<file path="src/rtl/pwr_ctl_pkg.sv">
package pwr_ctl_pkg;

  // Configuration register addresses
  localparam int unsigned ADR_CTRL     = 0;
  localparam int unsigned ADR_PLL_OFF  = 1;
  localparam int unsigned ADR_OUT_OFF  = 2;
  localparam int unsigned ADR_SUSP_PLL = 3;
  localparam int unsigned ADR_SUSP_OUT = 4;
  localparam int unsigned ADR_RELOCK   = 5;

  // Control register bit positions
  localparam int unsigned CTRL_SYSDOWN = 0;
  localparam int unsigned CTRL_ERRCLR  = 1;

  typedef enum logic [1:0] {
    LK_OFF   = 2'd0,
    LK_WAIT  = 2'd1,
    LK_READY = 2'd2
  } lock_state_e;

endpackage

</file>
<file path="src/rtl/pwr_cfg_regs.sv">
module pwr_cfg_regs
  import pwr_ctl_pkg::*;
#(
  parameter int unsigned NUM_PLL    = 3,
  parameter int unsigned NUM_OUT    = 4,
  parameter int unsigned ADDR_W     = 3,
  parameter int unsigned DATA_W     = 16,
  parameter int unsigned LOCK_W     = 16,
  parameter int unsigned RELOCK_RST = 8
) (
  input  logic               clk,
  input  logic               rst_n,
  input  logic               wr_en,
  input  logic [ADDR_W-1:0]  wr_addr,
  input  logic [DATA_W-1:0]  wr_data,
  output logic               sys_down_en,
  output logic [NUM_PLL-1:0] pll_off,
  output logic [NUM_OUT-1:0] out_off,
  output logic [NUM_PLL-1:0] susp_pll,
  output logic [NUM_OUT-1:0] susp_out,
  output logic [LOCK_W-1:0]  relock_n,
  output logic               err_clr
);

  function automatic logic hit(input logic [ADDR_W-1:0] a, input int unsigned r);
    return a == ADDR_W'(r);
  endfunction

  assign err_clr = wr_en && hit(wr_addr, ADR_CTRL) && wr_data[CTRL_ERRCLR];

  always_ff @(posedge clk) begin
    if (!rst_n) begin
      sys_down_en <= 1'b0;
      pll_off     <= '0;
      out_off     <= '0;
      susp_pll    <= '0;
      susp_out    <= '0;
      relock_n    <= LOCK_W'(RELOCK_RST);
    end else if (wr_en) begin
      if (hit(wr_addr, ADR_CTRL))     sys_down_en <= wr_data[CTRL_SYSDOWN];
      if (hit(wr_addr, ADR_PLL_OFF))  pll_off     <= wr_data[NUM_PLL-1:0];
      if (hit(wr_addr, ADR_OUT_OFF))  out_off     <= wr_data[NUM_OUT-1:0];
      if (hit(wr_addr, ADR_SUSP_PLL)) susp_pll    <= wr_data[NUM_PLL-1:0];
      if (hit(wr_addr, ADR_SUSP_OUT)) susp_out    <= wr_data[NUM_OUT-1:0];
      if (hit(wr_addr, ADR_RELOCK))   relock_n    <= wr_data[LOCK_W-1:0];
    end
  end


  relock_wr_chk: assert property (@(posedge clk) disable iff (!rst_n)
    (wr_en && hit(wr_addr, ADR_RELOCK)) |=> (relock_n == $past(wr_data[LOCK_W-1:0])));

endmodule

</file>
<file path="src/rtl/pwr_pll_lock.sv">
module pwr_pll_lock
  import pwr_ctl_pkg::*;
#(
  parameter int unsigned LOCK_W = 16
) (
  input  logic              clk,
  input  logic              rst_n,
  input  logic              run,
  input  logic [LOCK_W-1:0] relock_n,
  output logic              en,
  output logic              ready,
  output logic              ready_nxt
);

  lock_state_e       st_q, st_d;
  logic [LOCK_W-1:0] cnt_q, cnt_d;

  always_comb begin
    st_d  = st_q;
    cnt_d = cnt_q;
    if (!run) begin
      st_d  = LK_OFF;
      cnt_d = '0;
    end else begin
      unique case (st_q)
        LK_OFF: begin
          cnt_d = relock_n;
          st_d  = (relock_n == '0) ? LK_READY : LK_WAIT;
        end
        LK_WAIT: begin
          if (cnt_q <= LOCK_W'(1)) begin
            cnt_d = '0;
            st_d  = LK_READY;
          end else begin
            cnt_d = cnt_q - LOCK_W'(1);
          end
        end
        LK_READY: cnt_d = '0;
        default: begin
          st_d  = LK_OFF;
          cnt_d = '0;
        end
      endcase
    end
  end

  always_ff @(posedge clk) begin
    if (!rst_n) begin
      st_q  <= LK_OFF;
      cnt_q <= '0;
    end else begin
      st_q  <= st_d;
      cnt_q <= cnt_d;
    end
  end

  assign en        = (st_q != LK_OFF);
  assign ready     = (st_q == LK_READY);
  assign ready_nxt = (st_d == LK_READY);


  stop_follow_chk: assert property (@(posedge clk) disable iff (!rst_n)
    !run |=> (!en && !ready));


  start_follow_chk: assert property (@(posedge clk) disable iff (!rst_n)
    run |=> en);


  relock_hold_chk: assert property (@(posedge clk) disable iff (!rst_n)
    (run && !en && relock_n != '0) |=> !ready);

endmodule

</file>
<file path="src/rtl/pwr_out_gate.sv">
module pwr_out_gate #(
  parameter int unsigned NUM_PLL = 3,
  parameter int unsigned SRC_W   = 2
) (
  input  logic               clk,
  input  logic               rst_n,
  input  logic               shdn_oe_n,
  input  logic               susp_n,
  input  logic               off,
  input  logic               susp_mask,
  input  logic [SRC_W-1:0]   src,
  input  logic [NUM_PLL-1:0] pll_rdy_nxt,
  output logic               oe
);

  logic src_ok;
  logic oe_d;

  always_comb begin
    src_ok = (src == '0);
    for (int k = 0; k < NUM_PLL; k++) begin
      if (src == SRC_W'(k + 1)) src_ok = pll_rdy_nxt[k];
    end
  end

  assign oe_d = shdn_oe_n && !off && !(!susp_n && susp_mask) && src_ok;

  always_ff @(posedge clk) begin
    if (!rst_n) oe <= 1'b0;
    else        oe <= oe_d;
  end


  out_off_chk: assert property (@(posedge clk) disable iff (!rst_n)
    off |=> !oe);


  out_susp_chk: assert property (@(posedge clk) disable iff (!rst_n)
    (!susp_n && susp_mask) |=> !oe);

endmodule

</file>
<file path="src/rtl/pwr_suspend_ctrl.sv">
module pwr_suspend_ctrl
  import pwr_ctl_pkg::*;
#(
  parameter int unsigned NUM_PLL    = 3,
  parameter int unsigned NUM_OUT    = 4,
  parameter int unsigned ADDR_W     = 3,
  parameter int unsigned DATA_W     = 16,
  parameter int unsigned LOCK_W     = 16,
  parameter int unsigned RELOCK_RST = 8,
  localparam int unsigned SRC_W     = $clog2(NUM_PLL + 1)
) (
  input  logic                     clk,
  input  logic                     rst_n,
  input  logic                     shdn_oe_n,
  input  logic                     susp_n,
  input  logic [NUM_OUT*SRC_W-1:0] route_sel,
  input  logic                     cfg_valid,
  output logic                     cfg_ready,
  input  logic [ADDR_W-1:0]        cfg_addr,
  input  logic [DATA_W-1:0]        cfg_wdata,
  output logic [NUM_PLL-1:0]       pll_en,
  output logic [NUM_PLL-1:0]       pll_ready,
  output logic [NUM_OUT-1:0]       out_oe,
  output logic                     osc_en,
  output logic                     div_en,
  output logic                     mask_err
);

  logic               sys_down_en;
  logic [NUM_PLL-1:0] pll_off, susp_pll, pll_run, pll_rdy_nxt;
  logic [NUM_OUT-1:0] out_off, susp_out;
  logic [LOCK_W-1:0]  relock_n;
  logic               err_clr, err_set, full_down;

  assign cfg_ready = 1'b1;
  assign full_down = !shdn_oe_n && sys_down_en;

  pwr_cfg_regs #(
    .NUM_PLL(NUM_PLL), .NUM_OUT(NUM_OUT), .ADDR_W(ADDR_W),
    .DATA_W(DATA_W), .LOCK_W(LOCK_W), .RELOCK_RST(RELOCK_RST)
  ) u_regs (
    .clk(clk), .rst_n(rst_n),
    .wr_en(cfg_valid && cfg_ready), .wr_addr(cfg_addr), .wr_data(cfg_wdata),
    .sys_down_en(sys_down_en), .pll_off(pll_off), .out_off(out_off),
    .susp_pll(susp_pll), .susp_out(susp_out), .relock_n(relock_n),
    .err_clr(err_clr)
  );

  for (genvar p = 0; p < NUM_PLL; p++) begin : g_pll
    assign pll_run[p] = !full_down && !pll_off[p] && !(!susp_n && susp_pll[p]);
    pwr_pll_lock #(.LOCK_W(LOCK_W)) u_lock (
      .clk(clk), .rst_n(rst_n), .run(pll_run[p]), .relock_n(relock_n),
      .en(pll_en[p]), .ready(pll_ready[p]), .ready_nxt(pll_rdy_nxt[p])
    );
  end

  for (genvar o = 0; o < NUM_OUT; o++) begin : g_out
    pwr_out_gate #(.NUM_PLL(NUM_PLL), .SRC_W(SRC_W)) u_gate (
      .clk(clk), .rst_n(rst_n), .shdn_oe_n(shdn_oe_n), .susp_n(susp_n),
      .off(out_off[o]), .susp_mask(susp_out[o]),
      .src(route_sel[o*SRC_W +: SRC_W]), .pll_rdy_nxt(pll_rdy_nxt),
      .oe(out_oe[o])
    );
    for (genvar k = 0; k < NUM_PLL; k++) begin : g_dep

      dep_ready_chk: assert property (@(posedge clk) disable iff (!rst_n)
        (route_sel[o*SRC_W +: SRC_W] == SRC_W'(k + 1)) |=> (!out_oe[o] || pll_ready[k]));
    end
  end

  // Suspend mask consistency: a suspended PLL with an unmasked dependent output
  always_comb begin
    err_set = 1'b0;
    for (int o = 0; o < NUM_OUT; o++) begin
      for (int k = 0; k < NUM_PLL; k++) begin
        if (route_sel[o*SRC_W +: SRC_W] == SRC_W'(k + 1) && susp_pll[k] && !susp_out[o])
          err_set = 1'b1;
      end
    end
    if (susp_n) err_set = 1'b0;
  end

  always_ff @(posedge clk) begin
    if (!rst_n) begin
      mask_err <= 1'b0;
      osc_en   <= 1'b0;
      div_en   <= 1'b0;
    end else begin
      if (err_set)      mask_err <= 1'b1;
      else if (err_clr) mask_err <= 1'b0;
      osc_en <= !full_down;
      div_en <= !full_down;
    end
  end


  oe_shdn_chk: assert property (@(posedge clk) disable iff (!rst_n)
    !shdn_oe_n |=> (out_oe == '0));


  sysdown_chk: assert property (@(posedge clk) disable iff (!rst_n)
    (!shdn_oe_n && sys_down_en) |=> (!osc_en && !div_en && pll_en == '0));


  err_set_chk: assert property (@(posedge clk) disable iff (!rst_n)
    err_set |=> mask_err);


  err_hold_chk: assert property (@(posedge clk) disable iff (!rst_n)
    (mask_err && !err_clr) |=> mask_err);

endmodule

</file>
<file path="config.mk">
export PLATFORM = sky130hd
export DESIGN_NAME = pwr_suspend_ctrl
export DESIGN_NICKNAME = d
export VERILOG_FILES = /design/src/rtl/pwr_ctl_pkg.sv /design/src/rtl/pwr_cfg_regs.sv /design/src/rtl/pwr_pll_lock.sv /design/src/rtl/pwr_out_gate.sv /design/src/rtl/pwr_suspend_ctrl.sv
export SDC_FILE = /design/constraint.sdc
export NUM_CORES = 1
export LEC_CHECK = 0
export ABC_AREA = 1
export BUFFER_PORTS_ARGS = -buffer_cell sky130_fd_sc_hd__buf_2
export CAP_MARGIN = 5
export CORE_MARGIN = 4
export CORE_UTILIZATION = 60
export CTS_CLUSTER_DIAMETER = 50
export CTS_CLUSTER_SIZE = 8
export DETAILED_ROUTE_END_ITERATION = 10
export PLACE_DENSITY = 0.8
export SYNTH_ARGS = -nofsm -noshare
export SYNTH_HDL_FRONTEND = slang
export SYNTH_HIERARCHICAL = 1
export SYNTH_SLANG_ARGS = --single-unit
</file>
<file path="constraint.sdc">
create_clock -name clk -period 2.9 [get_ports clk]
set_input_delay 0.435 -clock clk [delete_from_list [all_inputs] [get_ports clk]]
set_output_delay 0.435 -clock clk [all_outputs]
set_load 0.03 [all_outputs]
</file>
Yosys cells after proc, flatten, opt, wreduce, memory -nomap -nowiden
Cells that the tools add are included.

cells by class
  $add $sub $neg = 3
  order comparisons = 3
  eq/ne operators = 26
  mux-type cells = 43
  reduce and logical (&&, ||, !) cells = 95

operators with widths
  operator                                               number
  case mux 16 bit (2 select lines)                       3
  logical AND 1 bit                                      52
  <= comparator 16 x 1 -> 1 bit (second input constant)  3
  two-way mux 16 bit                                     3
  subtractor 16 x 1 -> 16 bit (second input constant)    3
  equality test 2 bit (second input constant)            14
  two-way mux 1 bit                                      27
  logical NOT 1 bit                                      21
  case mux 2 bit (3 select lines)                        3
  AND reduction 2 bit                                    9
  logical NOT 16 bit                                     1
  equality test 2 x 1 -> 1 bit (second input constant)   7
  logical NOT 2 bit                                      7
  two-way mux 2 bit                                      7
  nonzero test 2 bit                                     4
  equality test 3 x 2 -> 1 bit (second input constant)   2
  equality test 3 bit (second input constant)            2
  equality test 3 x 1 -> 1 bit (second input constant)   1
  logical NOT 3 bit                                      1

storage, ports and cells
  register bits after elaboration = 91
  bits of input ports = 32
  output and inout bits = 14
  logic and storage cells = 188

Depth between registers and ports, before layout
  word-level depth = 17
  depth in mapped cells = 12
  mapped depth without buffers = 12

Modules after synthesis
Netlist, hierarchy kept.

by module, submodules not included
  module            instances  cells an instance  area each (um^2)  sequential area each (um^2)
  pwr_pll_lock      3          179                1138.6            360.3
  pwr_cfg_regs      1          199                1366.3            620.6
  pwr_out_gate      4          17                 86.3              20.0
  pwr_suspend_ctrl  1          57                 277.8             40.0

Worst setup path before layout
Ideal clock, no wire load.

  path kind = register to register
  from = register g_pll[2].u_lock.cnt_q[0]
  to = register g_out[0].u_gate.oe
  library setup time = 0.064 ns
  arrival time = 1.525 ns
  data required time = 2.836 ns
  setup slack = 1.312 ns
  cell stages (with the launch flop) = 13
  path buffers = 0
  period minus slack after synthesis = 1.588 ns
  path through = dfxtp_1 -> inv_1 -> ha_1 -> nand2_4 -> nand2_1 -> nand3_2 -> o21ai_1 -> nand2_1 -> nor2_1 -> inv_1 -> nand3_1 -> nand3_1 -> nor2_1

on the way
  longest elaborated chain between the ends = 7

RTL lines
  element                          line                    text
  start: declaration               pwr_pll_lock.sv:16      logic [LOCK_W-1:0] cnt_q, cnt_d;
  start signal: assignment         pwr_pll_lock.sv:53      cnt_q <= cnt_d;
  <= comparator 16 x 1 -> 1 bit    pwr_pll_lock.sv:31      if (cnt_q <= LOCK_W'(1)) begin
  two-way mux 2 bit                pwr_pll_lock.sv:31
  case mux 2 bit (3 select lines)  pwr_pll_lock.sv:25      unique case (st_q)
  two-way mux 2 bit                pwr_pll_lock.sv:21      if (!run) begin
  equality test 2 bit              pwr_pll_lock.sv:59      assign ready_nxt = (st_d == LK_READY);
  net pll_rdy_nxt[2]               pwr_suspend_ctrl.sv:30  logic [NUM_PLL-1:0] pll_off, susp_pll, pll_run, pll_rdy_nxt;
  two-way mux 1 bit                pwr_out_gate.sv:22      if (src == SRC_W'(k + 1)) src_ok = pll_rdy_nxt[k];
  logical AND 1 bit                pwr_out_gate.sv:26      assign oe_d = shdn_oe_n && !off && !(!susp_n && susp_mask) && src_ok;
  end signal: assignment           pwr_out_gate.sv:29      if (!rst_n) oe <= 1'b0;
  end signal: assignment           pwr_out_gate.sv:30      else oe <= oe_d;
  end: declaration                 pwr_out_gate.sv:13      output logic oe

The timed path passes the listed nets, and every way through them passes these cells.
A chain may end at the register's enable or synchronous reset.

Worst setup path in the final report
  from = register g_pll[0].u_lock.st_q[1]
  to = output port pll_en[0]

on the way
  longest elaborated chain between the ends = 1

RTL lines
  element                   line                    text
  start: declaration        pwr_pll_lock.sv:15      lock_state_e st_q, st_d;
  start signal: assignment  pwr_pll_lock.sv:52      st_q <= st_d;
  nonzero test 2 bit        pwr_pll_lock.sv:57      assign en = (st_q != LK_OFF);
  end: declaration          pwr_suspend_ctrl.sv:21  output logic [NUM_PLL-1:0] pll_en,

No other way between the ends.

==> results.py <==
metrics = {
    "run_status": {
        "status": "complete, no violations",
    },
    "clocking": {
        "h-tree-depth": 3,
        "cts.sinks": 91,
        "clock_path_buffers": 2,
        "clockRootBuffer": "clkbuf_8",
        "cts_inserted_buffers": 9,
        "tritoncts": "built",
        "hold_buffers": 0,
        "cts_setup_buffers": 0,
        "clkSlewWorstSetupHoldPaths_ns": 0.09,
        "post_cts_resized": 0,
        "worstSkewPairLatency_ns": 0.36,
    },
    "global_route": {
        "grt-busiest-layer": "met2",
        "grt_pass1_wl_um": 22500,
        "grt_util_met1_pct": 35.5,
        "grt_usage_pct": 26.8,
        "grtUsageMet2_pct": 44.6,
        "grt_overflow": 0,
        "grt_max_degree": 38,
        "grt.met3_usage_pct": 4.40,
        "first_global_vias": 4902,
        "antenna_found_initial": 0,
    },
    "floorplanning": {
        "row_count": 34,
        "die-area_um2": 10600,
        "core_um2": 8760,
        "die_h_um": 103,
        "floorplan.initialDensity_pct": 61.7,
        "ios": 46,
        "chipWidth_um": 103,
    },
    "finish": {
        "n_antenna_cell": 0,
        "fin_nets": 943,
        "syn_to_final_growth_pct": 8.82,
        "final_layout_size_suffix_gt1_share_pct": 12.5,
        "final_core_util_pct": 67.1,
        "most-common-layout-cells": "nand2_1, nor2_1, inv_1",
        "layout_commonest_cell": "nand2_1",
    },
    "setup_path": {
        "cp.arrival_ns": 1.52,
        "worstSetupEndpointType": "output port",
        "startpoint_type": "register",
        "rr_worst_depth": 12,
        "crit_fanout": 11,
        "critPathRequiredTime_ns": 2.47,
        "reg2reg_from": "g_pll[0].u_lock/cnt_q[0]",
        "cp-startpoint": "g_pll[0].u_lock/st_q[1]",
        "crit_type": "reg -> out",
        "worst_r2r_endpoint": "g_out[2].u_gate/oe",
        "rrSetupSlack_ns": 0.99,
        "cp-endpoint": "pll_en[0]",
    },
    "logic_synthesis": {
        "yosysWarnings": 6,
        "yosysTopAreaCell": "dfxtp_1",
        "yosysUniqueCellTypes": 34,
        "syn_nets": 899,
        "synth_area_leaders": "dfxtp_1, nand2_1, nor2_1, inv_1, nand3_1",
        "yosys.area.top_type_share_pct": 33.7,
        "syn_avg_cell_area_um2": 6.28,
        "ys_seq_area_share_pct": 33.7,
        "netlist_instances": 861,
        "synth_area_um2": 5410,
        "ys_seq_elements": 91,
    },
    "pwr": {
        "p_switching_mw": 3.97,
        "ir_drop_uv": 641,
        "swShare_pct": 51.7,
        "clkPwrFrac_pct": 11.2,
        "p_leak_nw": 2.88,
        "pwr_density_cell_nw_per_um2": 1310,
        "p_seq_share_pct": 25.4,
        "internal-power_mw": 3.71,
        "pwr-share-comb_pct": 63.4,
    },
    "sta": {
        "max_freq_mhz": 512,
        "finalSetupViolCount": 0,
        "tightest_slew_ns": 0.657,
        "post-route-min-period_ns": 1.95,
        "finClkSkew_ns": 0.0169,
        "finalMaxSlewViolations": 0,
        "finalSetupTns_ns": 0,
        "hold_viol": 0,
        "post-route-period-util_pct": 67.4,
        "relSlewSlack_pct": 56.0,
        "rsz0062_at_grt": "no",
    },
    "route": {
        "wl_per_cell_um": 13.4,
        "drc_errors": 0,
        "postRouteAntennaNets": 0,
        "wl_um": 13600,
        "num_vias": 5343,
        "drtIter0Drc": 356,
        "drtPass1Iterations": 5,
        "routed_via_density": 5.25,
    },
    "run": {
        "drv_cap": 0,
    },
    "hold_path": {
        "hold_class": "in -> reg",
    },
    "place": {
        "gp_congestion": 0.941,
        "hpwlAfterDp_um": 10100,
        "io_buffers": 44,
    },
}
-- cells in the mapped netlist (all sizes together) --
library cell / number
o21ai: 4
a21oi: 41
clkbuf: 4
conb: 1
nand3b: 3
nor4: 6
xor2: 15
inv: 105
nand4: 12
nand3: 66
nor3: 1
o21a: 12
nor2: 194
buf: 11
xnor2: 6
ha: 6
or2: 6
a21boi: 4
nand2: 270
dfxtp: 91
a211oi: 3
-- worst max-delay path, stage by stage (launching register included) --
cell and delay [ns]:
dfxtp_1 0.35, nor2_2 0.37, buf_4 0.24, inv_1 0.04
buf_2 0.17
-- kinds of logic after synthesis --
kind of cell	count (synthesis)	share of synthesized area, %
simple gates	558	45.4
flops	91	33.7
other cells	1	0.0694
fa+ha+maj	6	1.39
compound gates	64	6.87
xor+xnor	21	3.40
buf+inv	120	9.17
-- how the worst min path moves through the flow --
stage               depth (start not counted)          startpoint  slack (ns)            endpoint
finish                                      3        cfg_wdata[3]        0.31  u_regs/relock_n[3]
global route                                3        cfg_wdata[3]        0.34  u_regs/relock_n[3]
CTS                                         3        cfg_wdata[3]        0.30  u_regs/relock_n[3]
detailed placement                          2            mask_err        0.48            mask_err
global placement                            2  u_regs/sys_down_en        0.47  u_regs/sys_down_en
floorplan                                   2  u_regs/sys_down_en        0.45  u_regs/sys_down_en
-- layer usage --
| metal | wire length (um) | part of all wire [%] | vias to the layer above |
|---|---|---|---|
| li1 | - | - | 2748 |
| met1 | 5960 | 44 | 2368 |
| met2 | 6400 | 47 | 198 |
| met3 | 1020 | 7.5 | 29 |
| met4 | 227 | 1.7 | 0 |
| met5 | 0 | 0 | - |
-- sequential cells by signal, summed over array words and instances, names as in the netlist --
register	cells
u_regs/susp_out	4
div_en	1
u_regs/pll_off	3
u_regs/susp_pll	3
g_pll.u_lock/st_q	6
mask_err	1
u_regs/out_off	4
g_pll.u_lock/cnt_q	48
u_regs/relock_n	16
g_out.u_gate/oe	4
u_regs/sys_down_en	1
-- layout make-up --
| type | instances | area, um2 |
|---|---|---|
| fillers | 819 | 2880 |
| well taps | 108 | 135 |
| inverters | 105 | 397 |
| clock inverters | 5 | 62.6 |
| clock buffers | 10 | 128 |
| multi-input cells | 650 | 3090 |
| flip-flops and latches | 91 | 1820 |
| repair buffers | 48 | 250 |
-- power by group through the flow --
stage | Sequential, mW | Combinational [mW] | Clock, mW
after floorplan | 1.90 | 3.99 | 0
after global placement | 1.95 | 4.70 | 0
after detailed placement | 1.97 | 4.86 | 0
after CTS | 1.94 | 4.87 | 0.875
after global routing | 1.99 | 5.54 | 0.936
final | 1.95 | 4.88 | 0.858
-- through the flow --
step	std cells	area (um2)	power, mW	hold slack [ns]	setup WS (ns)
after floorplan	861	5410	5.89	0.452	1.31
after CTS	1017	5880	7.69	0.295	0.934
after global placement	1002	5690	6.66	0.470	1.11
final	1017	5880	7.69	0.309	0.946
after global routing	1017	5880	8.47	0.341	0.770
after detailed placement	1002	5690	6.83	0.476	1.02
Note: power is estimated with default switching activity, not from simulation.
